[config.mk]
export PLATFORM = sky130hd
export DESIGN_NAME = wsreg_unit
export DESIGN_NICKNAME = d
export VERILOG_FILES = /design/src/rtl/wsreg_pkg.sv /design/src/rtl/wsreg_seq.sv /design/src/rtl/wsreg_ptr.sv /design/src/rtl/wsreg_agen.sv /design/src/rtl/wsreg_unit.sv
export SDC_FILE = /design/constraint.sdc
export NUM_CORES = 1
export LEC_CHECK = 0
export ABC_AREA = 1
export CORE_UTILIZATION = 48
export DETAILED_ROUTE_END_ITERATION = 7
export PLACE_DENSITY = 0.85
export SLEW_MARGIN = 20
export SYNTH_ARGS = -nofsm -noshare
export SYNTH_HDL_FRONTEND = slang
export SYNTH_SLANG_ARGS = --single-unit
[constraint.sdc]
create_clock -name clk -period 1.8 [get_ports clk]
set_input_delay 0.45 -clock clk [delete_from_list [all_inputs] [get_ports clk]]
set_output_delay 0.45 -clock clk [all_outputs]
set_load 0.01 [all_outputs]
[src/rtl/wsreg_pkg.sv]
package wsreg_pkg;

    parameter int WORD_W   = 16;
    parameter int ADDR_W   = 16;
    parameter int INSTR_W  = 16;
    parameter int NUM_REGS = 16;
    parameter int SRC_LSB  = 0;
    parameter int DST_LSB  = 4;

    localparam int IDX_W       = $clog2(NUM_REGS);
    localparam int BYTES_WORD  = WORD_W / 8;
    localparam int WORD_SHIFT  = $clog2(BYTES_WORD);

    typedef logic [ADDR_W-1:0]  addr_t;
    typedef logic [WORD_W-1:0]  word_t;
    typedef logic [INSTR_W-1:0] instr_t;
    typedef logic [IDX_W-1:0]   idx_t;

    typedef enum logic [2:0] {
        ST_IDLE,
        ST_FETCH,
        ST_DECODE,
        ST_READ,
        ST_WRITE
    } seq_st_t;

    typedef struct packed {
        idx_t dst;
        idx_t src;
    } mv_fields_t;

    function automatic addr_t ws_slot(addr_t base, idx_t n);
        return base + (addr_t'(n) << WORD_SHIFT);
    endfunction

    function automatic addr_t align_ptr(addr_t v);
        return v & ~addr_t'(BYTES_WORD - 1);
    endfunction

    function automatic mv_fields_t split_instr(instr_t w);
        mv_fields_t f;
        f.src = w[SRC_LSB +: IDX_W];
        f.dst = w[DST_LSB +: IDX_W];
        return f;
    endfunction

endpackage

[src/rtl/wsreg_seq.sv]
module wsreg_seq
    import wsreg_pkg::*;
(
    input  logic    clk,
    input  logic    rst,
    input  logic    start,
    output logic    accept,
    output seq_st_t state
);

    seq_st_t state_q, state_d;

    assign accept = (state_q == ST_IDLE) && start;
    assign state  = state_q;

    always_comb begin
        state_d = state_q;
        unique case (state_q)
            ST_IDLE:   if (start) state_d = ST_FETCH;
            ST_FETCH:  state_d = ST_DECODE;
            ST_DECODE: state_d = ST_READ;
            ST_READ:   state_d = ST_WRITE;
            ST_WRITE:  state_d = ST_IDLE;
            default:   state_d = ST_IDLE;
        endcase
    end

    always_ff @(posedge clk) begin
        if (rst) state_q <= ST_IDLE;
        else     state_q <= state_d;
    end

    AST_FETCH_TO_DECODE: assert property (@(posedge clk) disable iff (rst)
        (state_q == ST_FETCH) |=> (state_q == ST_DECODE));
    AST_WRITE_TO_IDLE: assert property (@(posedge clk) disable iff (rst)
        (state_q == ST_WRITE) |=> (state_q == ST_IDLE));

endmodule

[src/rtl/wsreg_ptr.sv]
module wsreg_ptr
    import wsreg_pkg::*;
(
    input  logic  clk,
    input  logic  rst,
    input  logic  load,
    input  addr_t value,
    input  logic  idle,
    output addr_t wp
);

    addr_t wp_q;

    always_ff @(posedge clk) begin
        if (rst)               wp_q <= '0;
        else if (load && idle) wp_q <= align_ptr(value);
    end

    assign wp = wp_q;

    AST_PTR_HELD_WHEN_BUSY: assert property (@(posedge clk) disable iff (rst)
        !idle |=> $stable(wp_q));

endmodule

[src/rtl/wsreg_agen.sv]
module wsreg_agen
    import wsreg_pkg::*;
(
    input  logic    clk,
    input  logic    rst,
    input  logic    accept,
    input  instr_t  instr,
    input  seq_st_t state,
    input  addr_t   wp,
    output addr_t   src_addr,
    output addr_t   dst_addr
);

    instr_t     instr_q;
    mv_fields_t fields_q;
    addr_t      src_q, dst_q;

    always_ff @(posedge clk) begin
        if (rst) begin
            instr_q  <= '0;
            fields_q <= '0;
            src_q    <= '0;
            dst_q    <= '0;
        end else begin
            if (accept)               instr_q  <= instr;
            if (state == ST_FETCH)    fields_q <= split_instr(instr_q);
            if (state == ST_DECODE)   src_q    <= ws_slot(wp, fields_q.src);
            if (state == ST_READ)     dst_q    <= ws_slot(wp, fields_q.dst);
        end
    end

    assign src_addr = src_q;
    assign dst_addr = dst_q;

    AST_SRC_HELD_IN_WRITE: assert property (@(posedge clk) disable iff (rst)
        (state == ST_READ) |=> $stable(src_q));

endmodule

[src/rtl/wsreg_unit.sv]
module wsreg_unit
    import wsreg_pkg::*;
(
    input  logic        clk,
    input  logic        rst,
    input  logic        mv_start,
    input  logic [15:0] mv_instr,
    input  logic        wp_load,
    input  logic [15:0] wp_value,
    output logic        busy,
    output logic [15:0] wp_out,
    output logic        mem_req,
    output logic        mem_we,
    output logic [15:0] mem_addr,
    output logic [15:0] mem_wdata,
    input  logic [15:0] mem_rdata
);

    seq_st_t state;
    logic    accept;
    addr_t   wp, src_addr, dst_addr;
    logic    idle;

    assign idle = (state == ST_IDLE);

    wsreg_seq u_seq (
        .clk    (clk),
        .rst    (rst),
        .start  (mv_start),
        .accept (accept),
        .state  (state)
    );

    wsreg_ptr u_ptr (
        .clk   (clk),
        .rst   (rst),
        .load  (wp_load),
        .value (wp_value),
        .idle  (idle),
        .wp    (wp)
    );

    wsreg_agen u_agen (
        .clk      (clk),
        .rst      (rst),
        .accept   (accept),
        .instr    (mv_instr),
        .state    (state),
        .wp       (wp),
        .src_addr (src_addr),
        .dst_addr (dst_addr)
    );

    assign busy      = !idle;
    assign wp_out    = wp;
    assign mem_req   = (state == ST_READ) || (state == ST_WRITE);
    assign mem_we    = (state == ST_WRITE);
    assign mem_addr  = mem_we ? dst_addr : src_addr;
    assign mem_wdata = mem_we ? mem_rdata : '0;

    AST_IDLE_QUIET: assert property (@(posedge clk) disable iff (rst)
        !busy |-> !mem_req);
    AST_READ_THEN_WRITE: assert property (@(posedge clk) disable iff (rst)
        (mem_req && !mem_we) |=> (mem_req && mem_we));
    AST_WRITE_ENDS_MOVE: assert property (@(posedge clk) disable iff (rst)
        mem_we |=> !busy);
    AST_START_BEGINS_QUIET: assert property (@(posedge clk) disable iff (rst)
        (!busy && mv_start) |=> (busy && !mem_req));

endmodule

== Word-level counts from Yosys, hierarchy flattened ==
Index checks and enable logic that the tools add are counted.

* Bits in registers: 66
* Input port bits: 52
* Output and inout bits: 51
* Logic and storage cells: 23

* $add $sub $neg: 2
* Eq/ne operators: 5
* Mux-type cells: 4
* Reduce and logical (&&, ||, !) cells: 5

{| class="wikitable"
|+ Operator list
! kind !! number
|-
| $add 16x5->16 || 2
|-
| $mux 16 || 2
|-
| $pmux 3 s4 || 1
|-
| $eq 3x2->1 const B || 2
|-
| $eq 3x1->1 const B || 1
|-
| $eq 3x3->1 const B || 1
|-
| $logic_not 3->1 || 1
|-
| $mux 3 || 1
|-
| $logic_and 1x1->1 || 2
|-
| $ne 2x2->1 const B || 1
|-
| $logic_not 1->1 || 1
|-
| $logic_or 1x1->1 || 1
|}

== Depth between registers and ports, before layout ==
* Word-level depth: 2
* Gate-level depth with buffers: 10
* Depth with buffers taken out: 10

== Hierarchy ==
A second synthesis with hierarchy kept.

* Cell total of the unflattened synthesis: 611
* Area total of the unflattened synthesis: 3875.0 um2

{| class="wikitable"
|+ Modules (own cells, without submodules)
! module !! times used !! cells each !! area each (um2) !! sequential area each (um2)
|-
| wsreg_agen || 1 || 402 || 2662.6 || 960.9
|-
| wsreg_ptr || 1 || 98 || 653.1 || 300.3
|-
| wsreg_unit || 1 || 94 || 437.9 || 0.0
|-
| wsreg_seq || 1 || 17 || 121.4 || 60.1
|}

== Worst setup path before layout ==
OpenSTA, ideal clock, no wires.

* Kind: reg2reg
* From: register u_ptr.wp_q[1] (netlist: u_ptr.wp[1])
* To: register u_agen.dst_q[5] (netlist: u_agen.dst_addr[5])
* Setup time: 0.115 ns
* Arrival time: 1.556 ns
* Required time: 1.685 ns
* Path slack: 0.129 ns
* Stages on the path, launching flop included: 8
* Period minus slack after synthesis: 1.671 ns
* Path through: dfxtp_1 -> ha_1 -> fa_1 -> nand3_1 -> nand2_1 -> xor2_1 -> o21ai_0 -> inv_1

* Longest elaborated chain between the ends: 1

{| class="wikitable"
|+ Ends and longest elaborated chain
! what !! line !! RTL
|-
| start: declaration || wsreg_ptr.sv:12 || <nowiki>addr_t wp_q;</nowiki>
|-
| start signal: assignment || wsreg_ptr.sv:16 || <nowiki>else if (load && idle) wp_q <= align_ptr(value);</nowiki>
|-
| $add 16x5->16 || wsreg_pkg.sv:33 || <nowiki>return base + (addr_t'(n) << WORD_SHIFT);</nowiki>
|-
| end signal: assignment || wsreg_agen.sv:28 || <nowiki>if (state == ST_READ) dst_q <= ws_slot(wp, fields_q.dst);</nowiki>
|-
| end: declaration || wsreg_agen.sv:16 || <nowiki>addr_t src_q, dst_q;</nowiki>
|}

No other way between the ends.
A chain may end at the register's enable or synchronous reset.

== Worst setup path after layout ==
* From: register u_seq.state_q[0] (netlist: u_seq.state[0])
* To: output mem_addr[9]

* Longest elaborated chain between the ends: 2

{| class="wikitable"
|+ Ends and longest elaborated chain
! what !! line !! RTL
|-
| start: declaration || wsreg_seq.sv:11 || <nowiki>seq_st_t state_q, state_d;</nowiki>
|-
| start signal: assignment || wsreg_seq.sv:30 || <nowiki>else state_q <= state_d;</nowiki>
|-
| $eq 3x3->1 || wsreg_unit.sv:57 || <nowiki>assign mem_we = (state == ST_WRITE);</nowiki>
|-
| $mux 16 || wsreg_unit.sv:58 || <nowiki>assign mem_addr = mem_we ? dst_addr : src_addr;</nowiki>
|-
| end: declaration || wsreg_unit.sv:14 || <nowiki>output logic [15:0] mem_addr,</nowiki>
|}

No other way between the ends.

==> summary.md <==
| Metric | Value |
|---|---|
| Outcome | complete, but fails checks |
| Violated checks | negative setup slack |
| Detailed-route via count | 3933 |
| CP Launch Type | flop |
| Cell Area, Placed | 4648 µm² |
| Async SR Flop Fraction | 0% |
| Finished Layout Cells | 762 |
| Final Cycle Share | 109.3% |
| Peak Freq | 508.3 MHz |
| Die W | 87.46 µm |
| Vias in the first global route | 3648 |
| Final nets | 723 |
| Placed insts | 735 |
| Final Wtd Congestion | 0.8881 |
| I/O pins | 103 |
| Worst-Skew Late Latency | 350 ps |
| DR vias/cell | 5.161 |
| Slack of the critical path | -167.4 ps |
| N_diodes | 0 |
| Crit path kind | reg2out |
| Largest stage delay, worst path | 340 ps |
| CTS H-tree lvls | 3 |
| Tot GR Track Use | 28.24% |
| CP endpoint kind | output port |
| Root Buffer | clkbuf_8 |
| Clock Tree Buf Depth | 2 |
| Starting DRT DRC Count | 182 |
| Top_reg_cell synth | dfxtp_1 |
| Hold Slack | 442.9 ps |
| Ranking of synthesized cells by area | dfxtp_1, nand2_1, inv_1, nand3_1, a21oi_1 |
| CTS Buf Count | 9 |
| Most frequent cell after synthesis | nand2_1 |
| Crit path max fanout | 6 |
| Die height | 87.46 µm |
| Residual DRC | 0 |
| Total number of yosys warnings | 0 |
| Yosys reg bits | 64 |
| Worst-path clk slew | 80 ps |
| Synth-to-Final Area Change | 46.93% |
| Finished Cell Area | 5151 µm² |
| Slowest CP cell | dfxtp_2 |
| Worst-case vdd ir drop | 0.5377 mV |
| Share of cells above drive strength 1 | 22.97% |
| Final Core Density | 74.58% |
| PwrDens | 808.5 nW/µm² |
| Die footprint | 7649 µm² |
| Routed Antenna Nets | 0 |
| Row cnt | 30 |
| # Max-Cap Violations | 0 |
| Avg Cell Area, Syn | 6.421 µm² |
| Initial antenna violation count | 0 |
| CTS tree | done |
| Cell Chain, Critical Path | nor2_4 -> nand2_4 -> buf_12 -> clkinvlp_4 -> buf_6 -> nand2_1 -> nand2_1 -> buf_6 |
| Worst Skew | 10.63 ps |
| IO buf count | 91 |
| Maximum number of pins on one net before global-route repair | 43 |
| Number of synthesized flops with an enable pin | 0 |
| Synth cell count leaders | nand2_1, inv_1, dfxtp_1, nand3_1, nor2_1 |
| Starting Density | 50.76% |
| Netlist cell types | 25 |
| LEAKAGE | 2.366 nW |
| Grt ovf | 0 |
| Routed WL per cell | 13.84 µm |
| Critical Path AT | 1520 ps |
| Largest area contributor in the netlist | dfxtp_1 |
| Filler instances | 528 |
| Final setup fails | 32 |
| Sequential fraction of the synthesis area | 36.55% |
| Global-route wire length before repair | 16630 µm |
| TritonRoute pass-1 iters | 5 |
| Final Hold Viols | 0 |
| DP Wirelength | 7081 µm |
| Routed WL | 10550 µm |
| Final Critical Period | 1967 ps |
| Core area | 6907 µm² |
| RSZ-0062 raised after global routing | true |
| Synth top area share | 36.55% |
| Clock sink count | 64 |
| Post-Synthesis Cells | 546 |
| Cell Area, Synth | 3506 µm² |
| Total power | 4.165 mW |
| Slew Limit Fails | 0 |
| Critical path data required time | 1350 ps |
| Worst Hold Class | reg2reg |
power breakdown:
| part | switching (mW) | internal (mW) |
|---|---|---|
| sequential | 0.133 | 1.57 |
| clock | 0.601 | 0.781 |
| combinational | 0.574 | 0.507 |
layer usage:
layer / GRT usage, % / share of wire [%] / up-vias
met5: 0 / 0 / -
met4: 9.687 / 2.2 / 0
met3: 5.308 / 7.7 / 20
met2: 48.86 / 49 / 183
met1: 35.05 / 42 / 1786
li1: - / - / 1944
cell families (layout without fill, tap and decap cells):
kind of cell / count (synthesis) / count (layout) / synth area share, %
buffers and inverters: 122 / 241 / 13.63
other: 1 / 2 / 0.1070
AO/OA/AOI/OAI: 108 / 108 / 15.63
flip-flops: 64 / 64 / 36.55
XOR/XNOR: 5 / 5 / 1.249
AND/OR/NAND/NOR: 236 / 236 / 28.84
adder cells (fa/ha/maj): 10 / 10 / 3.997
flip-flops by register name, summed over array words and instances (netlist names):
| name | cells |
|---|---|
| u_agen.fields_q | 8 |
| u_agen.instr_q | 8 |
| u_ptr.wp | 15 |
| u_seq.state | 3 |
| u_agen.dst_addr | 15 |
| u_agen.src_addr | 15 |
through the flow:
stage / worst slack, ps / TNS, ps
6_report: -167.4 / -2820
5_1_grt: -235.1 / -4437
4_1_cts: -141.2 / -2422
3_5_place_dp: -279.6 / -6037
3_3_place_gp: -233.8 / -5606
2_1_floorplan: 128.6 / 0
critical path, delay by kind of cell, from the launching register on:
family | cells | cell delay, ps
flip-flops | 1 | 340
buffers and inverters | 4 | 460
AND/OR/NAND/NOR | 4 | 370
worst paths after layout:
| check | end | slack [ps] | startpoint | cells after the start |
|---|---|---|---|---|
| worst max-delay path | mem_addr[9] | -170 | u_seq.state[0]$_SDFFE_PP0P_ | 8 |
| worst min-delay path | u_agen.instr_q[5]$_SDFFE_PP0P_ | 440 | u_agen.instr_q[5]$_SDFFE_PP0P_ | 2 |
| worst max register to register | u_agen.src_addr[9]$_SDFFE_PP0N_ | 100 | u_ptr.wp[4]$_SDFFE_PP0P_ | 7 |
| worst min register to register | u_agen.instr_q[5]$_SDFFE_PP0P_ | 440 | u_agen.instr_q[5]$_SDFFE_PP0P_ | 2 |
layout by cell type, fill, tap and decap left out, types with 3 or more instances in the layout:
master             n
dfxtp_1           51
o21ai_2            8
buf_2             24
buf_6             12
xnor2_1            3
nor2_1            44
inv_1             92
ha_1               3
nand2_4            3
clkbuf_8           9
nand3_2            3
o21ai_0           31
ha_2               3
o21ai_1           16
nand4_1            3
nand3_1           55
dfxtp_2           11
buf_12             5
clkdlybuf4s50_1   54
nor2_4             9
a21oi_1           46
buf_4             23
nand2_2            9
nor2_2             9
nand2_1          100
inv_2              7
layout make-up:
class	instances	area (µm²)	share of cell area, %
Clock buffer	11	131.4	2.550
Clock inverter	5	81.33	1.579
Inverter	100	379.1	7.360
Multi-Input combinational cell	361	1949	37.84
Sequential cell	64	1303	25.29
Tap cell	96	120.1	2.332
Timing Repair Buffer	125	1187	23.05
what timing repair did:
action | CTS | global route
endpoints found under the setup margin | 41 | 53
gates resized for setup | 185 | 54
pin swaps | 2 | 3
cloned | 3 | 0
buffers inserted | 7 | 3
hold buffers | 0 | 0
Note: power is estimated with default switching activity, not from simulation.
